## src/rtl/txq_pkg.sv

```systemverilog
package txq_pkg;
  typedef struct packed {
    logic afull;
    logic aempty;
    logic err;
  } txq_stat_t;

  function automatic int unsigned txq_addr_w(input int unsigned depth);
    return (depth <= 2) ? 1 : $clog2(depth);
  endfunction
endpackage

```

## src/rtl/txq_mem.sv

```systemverilog
module txq_mem #(
  parameter int unsigned DEPTH = 64,
  parameter int unsigned DW    = 8,
  localparam int unsigned AW   = txq_pkg::txq_addr_w(DEPTH)
) (
  input  logic          clk,
  input  logic          we,
  input  logic [AW-1:0] waddr,
  input  logic [DW-1:0] wdata,
  input  logic [AW-1:0] raddr,
  output logic [DW-1:0] rdata
);
  logic [DW-1:0] store [DEPTH];

  always_ff @(posedge clk) begin
    if (we) store[waddr] <= wdata;
  end

  assign rdata = store[raddr];
endmodule

```

## src/rtl/txq_ctrl.sv

```systemverilog
module txq_ctrl #(
  parameter int unsigned DEPTH = 64,
  localparam int unsigned AW   = txq_pkg::txq_addr_w(DEPTH),
  localparam int unsigned CW   = $clog2(DEPTH + 1)
) (
  input  logic          clk,
  input  logic          rst_n,
  input  logic          clr,
  input  logic          wr_valid,
  input  logic          rd_ready,
  output logic          wr_ok,
  output logic          rd_ok,
  output logic [AW-1:0] waddr,
  output logic [AW-1:0] raddr,
  output logic [CW-1:0] count,
  output logic          full,
  output logic          empty,
  output logic          err
);
  localparam logic [AW-1:0] LAST = AW'(DEPTH - 1);
  localparam logic [CW-1:0] CAP  = CW'(DEPTH);

  function automatic logic [AW-1:0] bump(input logic [AW-1:0] p);
    return (p == LAST) ? '0 : p + 1'b1;
  endfunction

  assign full  = (count == CAP);
  assign empty = (count == '0);
  assign wr_ok = wr_valid && !full && !clr;
  assign rd_ok = rd_ready && !empty && !clr;

  always_ff @(posedge clk) begin
    if (!rst_n) begin
      waddr <= '0;
      raddr <= '0;
      count <= '0;
      err   <= 1'b0;
    end else if (clr) begin
      waddr <= '0;
      raddr <= '0;
      count <= '0;
      err   <= 1'b0;
    end else begin
      if (wr_ok) waddr <= bump(waddr);
      if (rd_ok) raddr <= bump(raddr);
      unique case ({wr_ok, rd_ok})
        2'b10:   count <= count + 1'b1;
        2'b01:   count <= count - 1'b1;
        default: count <= count;
      endcase
      if ((wr_valid && full) || (rd_ready && empty)) err <= 1'b1;
    end
  end

  AST_COUNT_BOUND: assert property (@(posedge clk) disable iff (!rst_n)
    count <= CAP);
  AST_ERR_STICKY: assert property (@(posedge clk) disable iff (!rst_n)
    (err && !clr) |=> err);
  AST_CLR_EMPTIES: assert property (@(posedge clk) disable iff (!rst_n)
    clr |=> (count == '0) && !err);
  AST_OVF_DROPPED: assert property (@(posedge clk) disable iff (!rst_n)
    (wr_valid && full && !rd_ready && !clr) |=> $stable(count) && err);
  AST_UNF_FLAGS: assert property (@(posedge clk) disable iff (!rst_n)
    (rd_ready && empty && !clr) |=> err);
  AST_BOTH_HOLD: assert property (@(posedge clk) disable iff (!rst_n)
    (wr_ok && rd_ok) |=> $stable(count));
endmodule

```

## src/rtl/txq_flags.sv

```systemverilog
module txq_flags #(
  parameter int unsigned DEPTH      = 64,
  parameter int unsigned AF_THR_RST = 48,
  parameter int unsigned AE_THR_RST = 4,
  localparam int unsigned TW        = txq_pkg::txq_addr_w(DEPTH),
  localparam int unsigned CW        = $clog2(DEPTH + 1)
) (
  input  logic          clk,
  input  logic          rst_n,
  input  logic          thr_load,
  input  logic [TW-1:0] thr_afull_in,
  input  logic [TW-1:0] thr_aempty_in,
  input  logic [CW-1:0] count,
  input  logic          err,
  input  logic          err_ie,
  input  logic          afull_ie,
  input  logic          autotx_en,
  output txq_pkg::txq_stat_t stat,
  output logic          irq,
  output logic          tx_req
);
  logic [TW-1:0] af_thr, ae_thr;

  always_ff @(posedge clk) begin
    if (!rst_n) begin
      af_thr <= TW'(AF_THR_RST);
      ae_thr <= TW'(AE_THR_RST);
    end else if (thr_load) begin
      af_thr <= thr_afull_in;
      ae_thr <= thr_aempty_in;
    end
  end

  always_comb begin
    stat.afull  = (count > CW'(af_thr));
    stat.aempty = (count <= CW'(ae_thr));
    stat.err    = err;
  end

  assign irq    = (stat.err && err_ie) || (stat.afull && afull_ie);
  assign tx_req = stat.afull && autotx_en;

  AST_TXREQ_GATED: assert property (@(posedge clk) disable iff (!rst_n)
    tx_req |-> (count != '0) && autotx_en);
  AST_EMPTY_IS_AEMPTY: assert property (@(posedge clk) disable iff (!rst_n)
    (count == '0) |-> stat.aempty && !stat.afull);
endmodule

```

## src/rtl/txq_fifo.sv

```systemverilog
module txq_fifo #(
  parameter int unsigned DEPTH      = 64,
  parameter int unsigned DW         = 8,
  parameter int unsigned AF_THR_RST = 48,
  parameter int unsigned AE_THR_RST = 4,
  localparam int unsigned AW        = txq_pkg::txq_addr_w(DEPTH),
  localparam int unsigned CW        = $clog2(DEPTH + 1)
) (
  input  logic          clk,
  input  logic          rst_n,
  input  logic          clr,
  input  logic          wr_valid,
  input  logic [DW-1:0] wr_data,
  output logic          wr_ready,
  input  logic          rd_ready,
  output logic          rd_valid,
  output logic [DW-1:0] rd_data,
  input  logic          thr_load,
  input  logic [AW-1:0] thr_afull_in,
  input  logic [AW-1:0] thr_aempty_in,
  input  logic          err_ie,
  input  logic          afull_ie,
  input  logic          autotx_en,
  output logic [CW-1:0] count,
  output logic          afull,
  output logic          aempty,
  output logic          err,
  output logic          irq,
  output logic          tx_req
);
  logic          wr_ok, rd_ok, full, empty, err_q;
  logic [AW-1:0] waddr, raddr;
  logic [DW-1:0] mem_q;
  txq_pkg::txq_stat_t stat;

  txq_ctrl #(.DEPTH(DEPTH)) u_ctrl (
    .clk(clk), .rst_n(rst_n), .clr(clr),
    .wr_valid(wr_valid), .rd_ready(rd_ready),
    .wr_ok(wr_ok), .rd_ok(rd_ok),
    .waddr(waddr), .raddr(raddr),
    .count(count), .full(full), .empty(empty), .err(err_q)
  );

  txq_mem #(.DEPTH(DEPTH), .DW(DW)) u_mem (
    .clk(clk), .we(wr_ok), .waddr(waddr), .wdata(wr_data),
    .raddr(raddr), .rdata(mem_q)
  );

  txq_flags #(.DEPTH(DEPTH), .AF_THR_RST(AF_THR_RST), .AE_THR_RST(AE_THR_RST)) u_flags (
    .clk(clk), .rst_n(rst_n), .thr_load(thr_load),
    .thr_afull_in(thr_afull_in), .thr_aempty_in(thr_aempty_in),
    .count(count), .err(err_q), .err_ie(err_ie), .afull_ie(afull_ie),
    .autotx_en(autotx_en), .stat(stat), .irq(irq), .tx_req(tx_req)
  );

  assign wr_ready = !full;
  assign rd_valid = !empty;
  assign rd_data  = empty ? '0 : mem_q;
  assign afull    = stat.afull;
  assign aempty   = stat.aempty;
  assign err      = stat.err;

  AST_UNF_ZERO: assert property (@(posedge clk) disable iff (!rst_n)
    (rd_ready && !rd_valid) |-> (rd_data == '0));
  AST_READY_FULL: assert property (@(posedge clk) disable iff (!rst_n)
    !wr_ready |-> (count == CW'(DEPTH)) && rd_valid);
endmodule

```

## config.mk

```make
export PLATFORM = sky130hd
export DESIGN_NAME = txq_fifo
export DESIGN_NICKNAME = d
export VERILOG_FILES = /design/src/rtl/txq_pkg.sv /design/src/rtl/txq_mem.sv /design/src/rtl/txq_ctrl.sv /design/src/rtl/txq_flags.sv /design/src/rtl/txq_fifo.sv
export SDC_FILE = /design/constraint.sdc
export NUM_CORES = 1
export LEC_CHECK = 0
export BUFFER_PORTS_ARGS = -buffer_cell sky130_fd_sc_hd__buf_2
export CAP_MARGIN = 20
export CORE_MARGIN = 3
export CORE_UTILIZATION = 62
export DETAILED_ROUTE_END_ITERATION = 16
export PLACE_DENSITY_LB_ADDON = 0.3
export REMOVE_ABC_BUFFERS = 1
export SYNTH_ARGS = -nofsm -noshare
export SYNTH_HDL_FRONTEND = slang
export SYNTH_SLANG_ARGS = --single-unit
```

## constraint.sdc

```tcl
create_clock -name clk -period 4.66 [get_ports clk]
set_clock_uncertainty 0.2 [all_clocks]
set_input_delay 0.466 -clock clk [delete_from_list [all_inputs] [get_ports clk]]
set_output_delay 0.466 -clock clk [all_outputs]
set_load 0.005 [all_outputs]
```

; After elaboration in Yosys (flattened, before gate mapping)
; Memory sizes are Yosys's and may differ from the RTL's. A register that Yosys moved wholly into a read port is not among the register bits.
; Cells that the tools add are included.
[op_classes]
mux = 8
n_bitwise = 1
n_lt_le_gt_ge = 2
n_reduce_logical = 17
n_addsub = 4
eq_ne = 5
[op_table]
columns = op, n
row1 = two-way mux 6 bit, 4
row2 = case mux 7 bit (2 select lines), 1
row3 = adder 6 x 1 -> 6 bit (second input constant), 2
row4 = == test 6 bit (second input constant), 2
row5 = logical AND 1 bit, 9
row6 = two-way mux 8 bit, 1
row7 = adder 7 x 1 -> 7 bit (second input constant), 1
row8 = == test 7 bit (second input constant), 1
row9 = > comparator 7 x 6 -> 1 bit, 1
row10 = <= comparator 7 x 6 -> 1 bit, 1
row11 = logical NOT 7 bit, 1
row12 = subtractor 7 x 1 -> 7 bit (second input constant), 1
row13 = logical NOT 1 bit, 3
row14 = == test 2 x 1 -> 1 bit (second input constant), 1
row15 = == test 2 bit (second input constant), 1
row16 = logical OR 1 bit, 2
row17 = two-way mux 1 bit, 2
row18 = nonzero test 2 bit, 1
row19 = OR reduction 2 bit, 1
row20 = NOT 1 bit, 1
[totals]
out_inout_bits = 22
memories = 1
inputBits = 29
ramBits = 512
ff_bits = 32
[memory_table]
columns = name, depth, word_bits, rd, rd_ports_with_merged_regs, write_ports, line
row1 = u_mem.store, 64, 8, 1, 1, 1, txq_mem.sv:13  ; logic [DW-1:0] store [DEPTH];

; Longest topological paths before layout
; Gate-level depths: netlist (run 1).
[depth]
word_depth = 6
depth_mapped = 14
ltp_nobuf = 12

; Modules after synthesis
; Synthesis (run 1) repeated with hierarchy kept, for this count alone.
[unflattened]
cells_unflattened = 1165
area_unflattened_um2 = 22057.4
[modules_own_cells]
columns = module, area_per_inst_um2, seq_area_each_um2, instances, cells_per_inst
row1 = txq_mem, 20006.7, 15374.7, 1, 932
row2 = txq_ctrl, 1192.4, 400.4, 1, 136
row3 = txq_flags, 800.8, 240.2, 1, 87
row4 = txq_fifo, 57.6, 0.0, 1, 10

; Worst setup path before layout (run 1)
; Ideal clock, no wire load.
[synth_path]
path_type = register to register
from = register u_ctrl.count[1]
to = register u_ctrl.count[6]
path_stages_with_launch = 15
slack_ps = 1277
arrival_ps = 3055
path_cell_list = dfxtp_1 -> buf_4 -> nor4_4 -> a31o_2 -> nor2_1 -> ha_1 -> buf_2 -> xor2_1 -> ha_1 -> a21o_1 -> a32o_1 -> a2111oi_0 -> o21bai_1 -> xor2_1 -> nor2_1
[synth_via]
elab_chain_cells = 6
[synth_rtl]
columns = item, line
row1 = from (decl), txq_ctrl.sv:15  ; output logic [CW-1:0] count,
row2 = from (signal assigned), txq_ctrl.sv:47  ; 2'b10: count <= count + 1'b1;
row3 = from (signal assigned), txq_ctrl.sv:48  ; 2'b01: count <= count - 1'b1;
row4 = from (signal assigned), txq_ctrl.sv:49  ; default: count <= count;
row5 = == test 7 bit or logical NOT 7 bit (tied branches), "txq_ctrl.sv:27, txq_ctrl.sv:28"
row6 = "logical NOT 1 bit, on equally long branches", "txq_ctrl.sv:29, txq_ctrl.sv:30"
row7 = "logical AND 1 bit, on equally long branches (2 in a row)", "txq_ctrl.sv:29, txq_ctrl.sv:30"
row8 = == test 2 x 1 -> 1 bit or == test 2 bit (tied branches), txq_ctrl.sv:46  ; unique case ({wr_ok, rd_ok})
row9 = case mux 7 bit (2 select lines) or nonzero test 2 bit (tied branches), --
; Several ways; a longest one is shown, not always the timed one.
; A chain may end at the register's enable or synchronous reset.

==> impl_metrics.env, run 1 <==
export IMPL_r2r_start="u_ctrl.count[2]$_SDFFE_PP0P_"
export IMPL_grt_max_degree=66
export IMPL_finalHoldWorstSlack_ps=22.22
export IMPL_reg2regPathDepth=13
export IMPL_num_rows=68
export IMPL_die_h_um=195.0
export IMPL_worst_setup_path_start_kind="flip-flop"
export IMPL_period_needed_ps=4060
export IMPL_p_int_uw=7929
export IMPL_vias=11590
export IMPL_synth_edff_count=512
export IMPL_p_total_uw=9890
export IMPL_clockRootBuffer="clkbuf_16"
export IMPL_synth_common_cells="edfxtp_1, mux4_2, nor2_1"
export IMPL_cp_cell_sequence="nand2b_1, o22ai_1, o21ai_0, a32o_1, buf_2"
export IMPL_numCtsBuffers=53
export IMPL_netlist_area_leader_share=0.6939
export IMPL_synth_cell_type_count=64
export IMPL_drt_pass1_iter_count=8
export IMPL_finalHoldViolCount=0
export IMPL_area_delta_synth_final_pct=11.76
export IMPL_drive_above_1_share=0.2276
export IMPL_finalSetupViolations=0
export IMPL_grt_overflow_total=0
export IMPL_avgRoutedWirePerCell_um=28.35
export IMPL_fin_crit_sh=0.8713
export IMPL_synthMostInstantiatedCell="edfxtp_1"
export IMPL_timing_rr_end="u_ctrl.count[6]$_SDFFE_PP0P_"
export IMPL_crit_arrival_ps=3390
export IMPL_rsz0062_at_grt="no"
export IMPL_post_cts_resize_count=0
export IMPL_clock_latency_ps=590
export IMPL_path_class="flip-flop to primary output"
export IMPL_fmax_mhz=246.3
export IMPL_grt_pass1_vias=11730
export IMPL_required_ps=3990
export IMPL_dr_first_iter_drc_count=1503
export IMPL_viasPerCell=6.580
export IMPL_hold_path_end="u_flags.ae_thr[2]$_SDFFE_PN1P_"
export IMPL_ios=51
export IMPL_routed_wl_met2_um=24620
export IMPL_worst_pin_slew_ps=987.0
export IMPL_synth_cells=1180
export IMPL_critical_path_max_stage_delay_ps=770
export IMPL_routed_wl_um=49930
export IMPL_cts_tree="done"
export IMPL_drc=0
export IMPL_grt_pass1_wl_um=74010
export IMPL_p_per_area_nw_per_um2=399.4
export IMPL_seqPwrFrac=0.547
export IMPL_hp_class="input port to flip-flop"
export IMPL_min_from="rst_n"
export IMPL_ir_drop_v=0.0003470
export IMPL_portBuffers=50
export IMPL_cp_slowest_cell="dfxtp_1"
export IMPL_dp_hpwl_um=29310
export IMPL_cts_sinks=550
export IMPL_synthesis_area_um2=22160
export IMPL_power_leakage_uw=0.007768
export IMPL_path_max_fanout=15
export IMPL_yosysTopAreaCell="edfxtp_1"
export IMPL_nets=1306
export IMPL_ant_nets=0
export IMPL_core_um2=34880
export IMPL_die_x_um=195.0
export IMPL_wl_met3_um=4508
export IMPL_synth_warnings=0
export IMPL_status="finished, final reports clean"
export IMPL_pwr_share_comb=0.022
export IMPL_power_net_switching_uw=1961
export IMPL_maxSlewHeadroom=0.3396
export IMPL_maxCapViolations=0
export IMPL_whs_path_depth=2
export IMPL_cts_clk_slew_worst_paths_ps=60
export IMPL_synthArstFlopShare=0
export IMPL_rrSetupSlack_ps=940
export IMPL_track_usage=0.2625
export IMPL_dominantRegCellSynth="edfxtp_1"
export IMPL_swShare=0.1983
export IMPL_fin_setup_tns_ps=0
export IMPL_ys_seq_elements=550
export IMPL_final_core_util=0.7099
export IMPL_gp_congestion=0.9186
export IMPL_nFillCells=2114
export IMPL_highest_layer="met4"
export IMPL_cts_path_max_buffers=3
export IMPL_h_tree_depth=2
export IMPL_die_area_um2=38040
export IMPL_routedLengthMet1_um=19220
export IMPL_seq_area_frac_synth=0.7282
export IMPL_antenna_found_initial=1
export IMPL_initial_core_util=0.6352
export IMPL_end_kind="primary output"
export IMPL_clockPowerShare=0.431
export IMPL_synthTopCellsByArea="edfxtp_1, mux4_2, dfxtp_1"
export IMPL_postSynthAreaPerCell_um2=18.78
export IMPL_finalMaxSlewViolations=0
[what timing repair did]
item	in CTS	in global routing
hold endpoints to repair	15	0
hold buffers	16	0
buffers inserted	0	0
[final cells by class]
class                      count  area, µm²  area share
sequential                   550      16150      0.6521
multi-input combinational    549       5505      0.2223
clock buffer                  68       1468     0.05927
timing repair buffer          89      735.7     0.02971
tap                          455      569.3     0.02299
clock inverter                32      271.5     0.01096
inverter                      17      63.81    0.002577
antenna                        1      2.502   0.0001011
[worst max path at each step]
stage	from	cells past startpoint	end	slack (ps)
floorplan	flip-flop	6	rd_data[7]	-1460
global placement	u_ctrl.count[1]$_SDFFE_PP0P_	13	u_ctrl.count[6]$_SDFFE_PP0P_	1070
detailed placement	u_ctrl.count[2]$_SDFFE_PP0P_	13	u_ctrl.count[6]$_SDFFE_PP0P_	970
CTS	flip-flop	7	rd_data[3]	570
global route	flip-flop	7	rd_data[3]	410
finish	flip-flop	5	rd_data[4]	600
[power by group through the flow]
stage | registers, µW | clock network, µW | logic (µW)
floorplan | 5520 | 0 | 69.8
global placement | 5520 | 0 | 183
detailed placement | 5520 | 0 | 191
CTS | 5410 | 4300 | 201
global route | 5410 | 4510 | 234
finish | 5410 | 4260 | 216
[state kept, by name (all words and copies together), names as in the netlist, named ones only]
register and count:
u_ctrl.count 7, u_ctrl.err 1, u_ctrl.raddr 6, u_ctrl.waddr 6, u_flags.ae_thr 6, u_flags.af_thr 6, u_mem.store 512
[routing by layer]
metal / vias up / track usage
li1: 4909 / -
met1: 5933 / 0.3697
met2: 630 / 0.4186
met3: 115 / 0.05883
met4: 0 / 0.08608
met5: - / 0
[cells in the final DEF (no fill, tap or decap), types with 5 or more instances in the layout]
| master | Yosys | layout |
|---|---|---|
| a211oi_1 | 10 | 10 |
| a21oi_1 | 14 | 14 |
| a22o_1 | 5 | 5 |
| a22oi_1 | 11 | 11 |
| a31oi_1 | 7 | 7 |
| buf_12 | 2 | 9 |
| buf_2 | 14 | 50 |
| buf_4 | 15 | 12 |
| clkbuf_1 | 12 | 11 |
| clkbuf_16 | 0 | 57 |
| clkinv_1 | 0 | 8 |
| clkinv_2 | 0 | 13 |
| dfxtp_1 | 38 | 35 |
| dlygate4sd3_1 | 0 | 16 |
| edfxtp_1 | 512 | 512 |
| ha_1 | 17 | 17 |
| inv_1 | 16 | 16 |
| mux2i_1 | 39 | 39 |
| mux4_2 | 118 | 118 |
| nand2_1 | 39 | 39 |
| nand2b_1 | 9 | 9 |
| nand3_1 | 23 | 23 |
| nor2_1 | 94 | 94 |
| nor2b_1 | 28 | 28 |
| nor3_1 | 8 | 8 |
| o21ai_0 | 13 | 13 |
| o21ai_1 | 5 | 5 |
| o22ai_1 | 15 | 15 |
| o32ai_1 | 5 | 5 |
| or3_1 | 6 | 6 |
| xnor2_1 | 6 | 6 |
| xor2_1 | 12 | 12 |
[per-stage QoR]
stage / setup WS, ps / cell area [µm²] / cells
2_1_floorplan: -1461 / 21700 / 1116
3_3_place_gp: 1071 / 22730 / 1638
3_5_place_dp: 970.6 / 22730 / 1638
4_1_cts: 571.3 / 24620 / 1754
5_1_grt: 409.5 / 24760 / 1761
6_report: 599.6 / 24760 / 1761
[worst max-delay path, delay by kind of cell, from the launching register on]
kind / cells / cell delay, ps
compound gates: 3 / 1170
buf+inv: 1 / 130
flops: 1 / 770
simple gates: 1 / 730
[logic make-up (layout without fill, tap and decap cells)]
group | after synthesis | count (layout) | synth area share
and+or+nand+nor | 235 | 235 | 0.05206
AOI/OAI and AO/OA | 116 | 116 | 0.03772
adders and majority gates | 17 | 17 | 0.009599
buffers and inverters | 81 | 206 | 0.02332
xor gates and xnor gates | 18 | 18 | 0.007115
muxes | 163 | 163 | 0.1420
other | 0 | 1 | 0
DFF | 550 | 550 | 0.7282
No activity file was read; power rests on OpenSTA's default activity.
==> run 2, diff against run 1 <==
CORE_MARGIN = unset   (was 3)
==> run 2 against run 1 <==
  * Cell area fell by 0.80%
  * Count of clock-buffer cells in the layout down 4
  * Critical endpoint is now rd_data[3]
  * Critical path type unchanged
  * Fmax increased by 3.0%
  * Highest routed layer unchanged
==> impl_metrics.env, run 2 (synthesis results as in run 1) <==
export IMPL_status="finished, final reports clean"
export IMPL_core_um2=34880
export IMPL_hp_class="input port to flip-flop"
export IMPL_p_per_area_nw_per_um2=395.4
export IMPL_finalHoldWorstSlack_ps=20.40
export IMPL_grt_max_degree=65
export IMPL_routed_wl_um=49880
export IMPL_clock_latency_ps=570
export IMPL_grt_pass1_vias=11460
export IMPL_worst_pin_slew_ps=911.6
export IMPL_final_common_cell="edfxtp_1"
export IMPL_num_rows=68
export IMPL_vias=11630
export IMPL_finalMaxSlewViolations=0
export IMPL_cts_sinks=550
export IMPL_rsz0062_at_grt="no"
export IMPL_maxSlewHeadroom=0.3900
export IMPL_portBuffers=50
export IMPL_path_max_fanout=53
export IMPL_drive_above_1_share=0.2176
export IMPL_initial_core_util=0.6352
export IMPL_cp_num_buf_inv=2
export IMPL_h_tree_depth=2
export IMPL_end_kind="primary output"
export IMPL_die_h_um=191.0
export IMPL_cts_path_max_buffers=3
export IMPL_worst_setup_path_start_kind="flip-flop"
export IMPL_ir_drop_v=0.0003835
export IMPL_nets=1300
export IMPL_drt_pass1_iter_count=7
export IMPL_drc=0
export IMPL_reg_largest_list="u_mem.store: 512 flops, u_ctrl.count: 7 flops"
export IMPL_area_delta_synth_final_pct=10.86
export IMPL_fin_crit_sh=0.8458
export IMPL_critical_path_max_stage_delay_ps=640
export IMPL_numCtsBuffers=52
export IMPL_track_usage=0.2812
export IMPL_antenna_found_initial=0
export IMPL_post_cts_resize_count=0
export IMPL_avgRoutedWirePerCell_um=28.47
export IMPL_place_ws_ps=785.7
export IMPL_period_needed_ps=3942
export IMPL_registers_top_by_ff_count="u_mem.store"
export IMPL_dr_first_iter_drc_count=1709
export IMPL_finalSetupViolations=0
export IMPL_cp_slowest_cell="dfxtp_4"
export IMPL_fin_ws_ps=718.4
export IMPL_viasPerCell=6.639
export IMPL_fmax_mhz=253.7
export IMPL_path_class="flip-flop to primary output"
export IMPL_crit_family="multiplexers"
export IMPL_stdcell_area_um2=24560
export IMPL_largest_register_ffs=512
export IMPL_ios=51
export IMPL_cts_clk_slew_worst_paths_ps=60
export IMPL_fin_setup_tns_ps=0
export IMPL_rrSetupSlack_ps=750
export IMPL_die_x_um=191.0
export IMPL_cp_cell_sequence="buf_12, mux4_2, mux2i_1, a211oi_1, o21ai_1, o41ai_1, buf_2"
export IMPL_dp_hpwl_um=29570
export IMPL_cts_hold_buf=13
export IMPL_cts_tree="done"
export IMPL_crit_arrival_ps=3280
export IMPL_required_ps=3990
export IMPL_power_leakage_uw=0.007670
export IMPL_finalNonFillerCells=1752
export IMPL_gp_congestion=0.8983
export IMPL_cts_repair_timing_setup_buffer_count=0
export IMPL_grt_pass1_wl_um=73490
export IMPL_ant_nets=0
export IMPL_maxCapViolations=0
export IMPL_die_area_um2=36500
export IMPL_finalHoldViolCount=0
export IMPL_dp_cells=1638
export IMPL_place_area_um2=22710
export IMPL_final_cell_mix="edfxtp_1, mux4_2, nor2_1"
export IMPL_clockRootBuffer="clkbuf_16"
export IMPL_grt_overflow_total=0
run 2: cell types whose count changed in the layout (fill, tap and decap cells not counted), sizes merged:
cell         before  now
dlygate4sd3      16   13
clkbuf           68   64
bufinv            4    5
buf              73   71
clkinvlp          4    2
inv              19   18
clkinv           22   24
run 2: cell type report:
| cell class | instances | area, µm² |
|---|---|---|
| antenna | 1 | 2.502 |
| clock buffer | 64 | 1346 |
| clock inverter | 32 | 292.8 |
| fill | 2078 | 10320 |
| inverter | 17 | 63.81 |
| multi-input combinational | 549 | 5505 |
| sequential | 550 | 16150 |
| tap | 455 | 569.3 |
| timing repair buffer | 84 | 638.1 |
run 2: metrics by stage:
stage | util | total power (µW)
after floorplan | - | 5587
after global placement | 0.6511 | 5700
after detailed placement | 0.6511 | 5707
after CTS | 0.7018 | 9735
after global routing | 0.7041 | 9945
final | 0.7042 | 9714
run 2: path summary, 6_finish.rpt:
path                                                     start                             end  cells after the start
worst max-delay path                                 flip-flop                      rd_data[3]                      7
worst min register to register  u_flags.ae_thr[2]$_SDFFE_PN1P_  u_flags.ae_thr[2]$_SDFFE_PN1P_                      2
worst min-delay path                                  rd_ready                       flip-flop                      3
worst max register to register    u_ctrl.count[1]$_SDFFE_PP0P_    u_ctrl.count[6]$_SDFFE_PP0P_                     12
run 2: routing by layer:
| metal | wire length [µm] | vias up | GRT usage |
|---|---|---|---|
| met4 | 1520 | 0 | 0.08923 |
| met1 | 19390 | 5925 | 0.3979 |
| met5 | 0 | - | 0 |
| met2 | 24260 | 681 | 0.4436 |
| met3 | 4711 | 115 | 0.05875 |
| li1 | - | 4911 | - |
run 2: report_power, final:
part           leakage (µW)  total, µW  internal, µW  switching, µW
logic               0.00197        209          69.5            140
registers           0.00491       5410          5400           8.40
clock network      0.000790       4100          2330           1770
run 2: worst min-delay path, stage by stage:
cell	delay (ps)
buf_2	130
nand3_1	80
a21oi_1	70
